### config.mk
export PLATFORM = sky130hd
export DESIGN_NAME = irq_flag_ctrl
export DESIGN_NICKNAME = d
export VERILOG_FILES = /design/src/rtl/irq_flag_ctrl_pkg.sv /design/src/rtl/irq_fall_detect.sv /design/src/rtl/irq_flag_group.sv /design/src/rtl/irq_flag_ctrl.sv
export SDC_FILE = /design/constraint.sdc
export NUM_CORES = 1
export LEC_CHECK = 0
export ABC_AREA = 1
export BUFFER_PORTS_ARGS = -buffer_cell sky130_fd_sc_hd__buf_4
export CORE_UTILIZATION = 25
export DETAILED_ROUTE_END_ITERATION = 12
export SLEW_MARGIN = 30
export SYNTH_ARGS = -nofsm -noshare
export SYNTH_HDL_FRONTEND = slang
export SYNTH_SLANG_ARGS = --single-unit
### constraint.sdc
create_clock -name clk -period 1.1 [get_ports clk]
set_input_delay 0.165 -clock clk [delete_from_list [all_inputs] [get_ports clk]]
set_output_delay 0.165 -clock clk [all_outputs]
set_load 0.005 [all_outputs]
### src/rtl/irq_flag_ctrl_pkg.sv
package irq_flag_ctrl_pkg;
  localparam int REG_W    = 8;
  localparam int ADDR_W   = 3;
  localparam int GRP_BIT  = 2;
  localparam logic [REG_W-1:0] FN_MASK  = 8'h0F;
  localparam logic [REG_W-1:0] BUS_MASK = 8'hCF;

  typedef enum logic [1:0] {
    OFS_FLAG = 2'd0,
    OFS_CLR  = 2'd1,
    OFS_EN   = 2'd2,
    OFS_NONE = 2'd3
  } reg_ofs_e;

  // New flag value: set has priority over clear, invalid bits forced low
  function automatic logic [REG_W-1:0] flag_next(input logic [REG_W-1:0] cur,
                                                 input logic [REG_W-1:0] set,
                                                 input logic [REG_W-1:0] clr,
                                                 input logic [REG_W-1:0] mask);
    return ((cur & ~clr) | set) & mask;
  endfunction

  function automatic logic [REG_W-1:0] wr_strobe(input logic wr, input logic hit,
                                                 input logic [REG_W-1:0] d);
    return (wr && hit) ? d : '0;
  endfunction

  function automatic logic any_pending(input logic [REG_W-1:0] flags,
                                       input logic [REG_W-1:0] en);
    return |(flags & en);
  endfunction
endpackage

### src/rtl/irq_fall_detect.sv
module irq_fall_detect #(
  parameter int STAGES = 2
) (
  input  logic clk,
  input  logic rst_n,
  input  logic pin,
  output logic fall
);
  localparam int LAST = STAGES - 1;

  logic [STAGES-1:0] sync_q;
  logic              prev_q;

  generate
    if (STAGES == 1) begin : g_one
      always_ff @(posedge clk) begin
        if (!rst_n) sync_q <= '1;
        else        sync_q <= pin;
      end
    end else begin : g_chain
      always_ff @(posedge clk) begin
        if (!rst_n) sync_q <= '1;
        else        sync_q <= {sync_q[STAGES-2:0], pin};
      end
    end
  endgenerate

  always_ff @(posedge clk) begin
    if (!rst_n) prev_q <= 1'b1;
    else        prev_q <= sync_q[LAST];
  end

  assign fall = prev_q & ~sync_q[LAST];
endmodule

### src/rtl/irq_flag_group.sv
module irq_flag_group
  import irq_flag_ctrl_pkg::*;
#(
  parameter logic [REG_W-1:0] MASK = 8'hFF
) (
  input  logic             clk,
  input  logic             rst_n,
  input  logic [REG_W-1:0] set_vec,
  input  logic [REG_W-1:0] clr_vec,
  input  logic             en_wr,
  input  logic [REG_W-1:0] en_data,
  output logic [REG_W-1:0] flags,
  output logic [REG_W-1:0] enables
);
  logic [REG_W-1:0] flags_q, en_q;

  always_ff @(posedge clk) begin
    if (!rst_n) begin
      flags_q <= '0;
      en_q    <= '0;
    end else begin
      flags_q <= flag_next(flags_q, set_vec, clr_vec, MASK);
      if (en_wr) en_q <= en_data & MASK;
    end
  end

  assign flags   = flags_q;
  assign enables = en_q;
endmodule

### src/rtl/irq_flag_ctrl.sv
module irq_flag_ctrl
  import irq_flag_ctrl_pkg::*;
#(
  parameter int SYNC_STAGES = 2
) (
  input  logic              clk,
  input  logic              rst_n,
  input  logic              ext_pin_a,
  input  logic              ext_pin_b,
  input  logic              tmr_evt,
  input  logic              kbd_evt,
  input  logic              in0_evt,
  input  logic              out0_evt,
  input  logic              in1_evt,
  input  logic              in2_evt,
  input  logic              setup_evt,
  input  logic              susp_evt,
  input  logic [ADDR_W-1:0] reg_addr,
  input  logic              reg_wr,
  input  logic [REG_W-1:0]  reg_wdata,
  output logic [REG_W-1:0]  reg_rdata,
  output logic              irq
);
  localparam int N_PINS = 2;

  logic [N_PINS-1:0] pin_vec, pin_fall;
  assign pin_vec = {ext_pin_b, ext_pin_a};

  for (genvar g = 0; g < N_PINS; g++) begin : g_pin
    irq_fall_detect #(.STAGES(SYNC_STAGES)) u_fd (
      .clk  (clk),
      .rst_n(rst_n),
      .pin  (pin_vec[g]),
      .fall (pin_fall[g])
    );
  end

  // Decode of the register bus
  logic     sel_bus;
  reg_ofs_e ofs;
  assign sel_bus = reg_addr[GRP_BIT];
  assign ofs     = reg_ofs_e'(reg_addr[1:0]);

  // Named internal events (also observed by the checker)
  logic [REG_W-1:0] fn_set, bus_set, fn_clr, bus_clr;
  logic             fn_en_wr, bus_en_wr, en_wr;
  logic [REG_W-1:0] fn_flags, bus_flags, fn_en, bus_en;

  assign fn_set  = {4'b0000, kbd_evt, pin_fall[1], pin_fall[0], tmr_evt};
  assign bus_set = {susp_evt, setup_evt, 2'b00, in2_evt, in1_evt, out0_evt, in0_evt};

  assign fn_clr    = wr_strobe(reg_wr, !sel_bus && ofs == OFS_CLR, reg_wdata);
  assign bus_clr   = wr_strobe(reg_wr,  sel_bus && ofs == OFS_CLR, reg_wdata);
  assign fn_en_wr  = reg_wr && !sel_bus && ofs == OFS_EN;
  assign bus_en_wr = reg_wr &&  sel_bus && ofs == OFS_EN;
  assign en_wr     = fn_en_wr | bus_en_wr;

  irq_flag_group #(.MASK(FN_MASK)) u_fn_grp (
    .clk    (clk),
    .rst_n  (rst_n),
    .set_vec(fn_set),
    .clr_vec(fn_clr),
    .en_wr  (fn_en_wr),
    .en_data(reg_wdata),
    .flags  (fn_flags),
    .enables(fn_en)
  );

  irq_flag_group #(.MASK(BUS_MASK)) u_bus_grp (
    .clk    (clk),
    .rst_n  (rst_n),
    .set_vec(bus_set),
    .clr_vec(bus_clr),
    .en_wr  (bus_en_wr),
    .en_data(reg_wdata),
    .flags  (bus_flags),
    .enables(bus_en)
  );

  // Read mux
  always_comb begin
    reg_rdata = '0;
    unique case (ofs)
      OFS_FLAG: reg_rdata = sel_bus ? bus_flags : fn_flags;
      OFS_EN:   reg_rdata = sel_bus ? bus_en    : fn_en;
      default:  reg_rdata = '0;
    endcase
  end

  assign irq = any_pending(fn_flags, fn_en) | any_pending(bus_flags, bus_en);
endmodule

==> flow_summary.toml <==
[status]
outcome = "finished, violations left"
violations = "DRC, setup timing"

[setup_path]
slowest_delay_ns = 0.34
start_kind = "flip-flop"
cp_common_cell = "buf_4"
slowest_stage = "dfxtp_2"
crit_arrival_ns = 1.08
cp.required_ns = 0.94
worstSetupPathType = "flip-flop to primary output"
path_cells = "buf_4 -> o21ai_2 -> o22ai_2 -> buf_4"
worstSetupEndpointType = "primary output"
worstPathMaxFanout = 3

[clock_tree]
clk_pin_slew_ns = 0.08
cts_htree_levels = 1
cts_tree = "yes"
cts_sinks = 26
cts_max_path_buffers = 2
numCtsBuffers = 3
cts_root_buf = "clkbuf_8"
clk_latency_ns = 0.27

[sta]
slew_viol_final = 0
clock_skew_ns = 0.00200
setup_slack_ns = -0.145
rsz0062_at_grt = "yes"
timing.hold.ws_ns = 0.0765
tns_ns = -0.478
fin_crit_sh_pct = 113
min_period_ns = 1.24
setup_viol = 7
hold_viol_final = 0
max_freq_mhz = 803

[detailed_routing]
antenna_left = 0
drt-vias-per-instance = 4.54
drt-wirelength-per-cell_um = 11.8
route.vias.total = 1176
drt_pass1_iterations = 8
drtIter0Drc = 49
routed_wl_um = 3060
drc_errors = 4

[floorplan]
die_w_um = 70.5
core_um2 = 4440
die_h_um = 70.5
rows = 24
ios = 33
fp.dieArea_um2 = 4970
start_util_pct = 26.4

[yosys]
synth.distinct_cells = 20
netlist.area_leader.share_pct = 44.4
syn_avg_cell_area_um2 = 6.94
synthTopCellsByArea = "dfxtp_1, nor2_1, nand2_1"
syn-cell-area_um2 = 1170
synth_area_leader_cell = "dfxtp_1"
yosysSeqAreaShare_pct = 44.4
synth.yosys.warnings = 0
ys_ff_latch = 26
netlist_instances = 169

[placement]
dpl.cell_count = 255
place_hpwl_um = 2200
portBuffers = 28
gp_congestion = 0.821

[final_layout]
antenna_cells = 0
final_util_pct = 36.9
area_growth_pct = 39.9
drive_gt1_share_pct = 41.5
fillers = 482
final_cell_mix = "buf_4, nor2_1, nand2_1, dfxtp_2, inv_1"
final_common_cell = "buf_4"
finish.net_count = 233
fin_cells = 259

[pwr]
p_leak_nw = 0.773
pwr_density_cell_nw_per_um2 = 1140
ir_drop_uv = 419
p_total_w = 0.00188

[global_routing]
antenna_found_initial = 0
grt_max_degree = 18
grtUsageTotal_pct = 12.3
grt_pass1_vias = 1017
grt.overflow.total = 0
grt_pass1_wl_um = 4780

[hold_path]
hp-class = "input port to flip-flop"

[job]
max_cap_violations = 0
==> sequential cells by signal, indices dropped and copies added (netlist names) <==
register           count
u_fn_grp.flags         4
u_bus_grp.flags        6
g_pin.u_fd.prev_q      2
g_pin.u_fd.sync_q      4
u_fn_grp.enables       4
u_bus_grp.enables      6
==> area by class of cell <==
cell class | instances | area, um^2 | area share [%]
Timing Repair Buffer | 39 | 297 | 18.1
Tap cell | 52 | 65.1 | 3.97
Multi-Input combinational cell | 119 | 619 | 37.8
Clock buffer | 3 | 41.3 | 2.52
Sequential cell | 26 | 542 | 33.0
Inverter | 20 | 76.3 | 4.65
==> power breakdown <==
part	switching, W	total [W]	leakage [nW]	internal (W)
registers	0.0000362	0.00103	0.220	0.000995
clock network	0.000279	0.000524	0.0216	0.000245
logic	0.000162	0.000321	0.531	0.000159
total	0.000477	0.00188	0.773	0.00140
==> metal layers <==
metal | share of wire, % | global-route usage, % | routed length [um] | vias up
met2 | 48 | 19.4 | 1460 | 27
li1 | - | - | - | 613
met5 | 0 | 0 | 0 | -
met1 | 47 | 16.2 | 1450 | 532
met4 | 1.4 | 4.76 | 42 | 0
met3 | 3.7 | 2.89 | 114 | 4
==> synthesized netlist by cell type <==
library cell,number
a21oi_1,11
buf_2,1
buf_4,3
clkbuf_2,1
clkinv_2,1
conb_1,1
dfxtp_1,26
inv_1,16
inv_2,3
nand2_1,29
nand2_4,1
nand3_1,13
nor2_1,32
nor2_2,1
nor2_4,2
o21ai_0,19
o21ai_1,1
o22ai_1,4
or2_1,2
or2_2,2
==> worst paths after layout <==
check                                     start  slack, ns                            endpoint  cells after the start
min reg2reg  g_pin[1].u_fd.sync_q[0]$_SDFF_PN1_       0.41  g_pin[1].u_fd.sync_q[1]$_SDFF_PN1_                      1
max reg2reg   u_bus_grp.enables[6]$_SDFFE_PN0P_       0.42   u_bus_grp.enables[6]$_SDFFE_PN0P_                      2
max                u_fn_grp.flags[0]$_SDFF_PN0_      -0.14                        reg_rdata[0]                      4
min                                   ext_pin_a       0.08  g_pin[0].u_fd.sync_q[0]$_SDFF_PN1_                      2
==> metrics by stage <==
| step | worst slack, ns | cell area (um^2) |
|---|---|---|
| after floorplan | 0.271 | 1180 |
| after global placement | -0.0320 | 1490 |
| after detailed placement | -0.0382 | 1490 |
| after CTS | -0.133 | 1570 |
| after global routing | -0.221 | 1640 |
| final | -0.145 | 1640 |
==> kinds of logic after synthesis <==
group	count (synthesis)	share of synthesized area, %
AND/OR/NAND/NOR	82	30.6
AO/OA/AOI/OAI	35	15.4
other	1	0.320
buffers and inverters	25	9.28
flip-flops	26	44.4
==> what timing repair did <==
action	CTS	global route
setup buffers	0	1
gates resized for setup	25	18
cloned	0	0
setup endpoints to repair	7	7
hold endpoints to repair	0	0
pin swaps	11	8
hold buffers	0	0
==> worst max-delay path: cells and delay by family (launching register included) <==
family	cells	cell delay, ns
compound gates	2	0.21
flops	1	0.34
buf+inv	2	0.27
No activity file was read; power rests on OpenSTA's default activity.
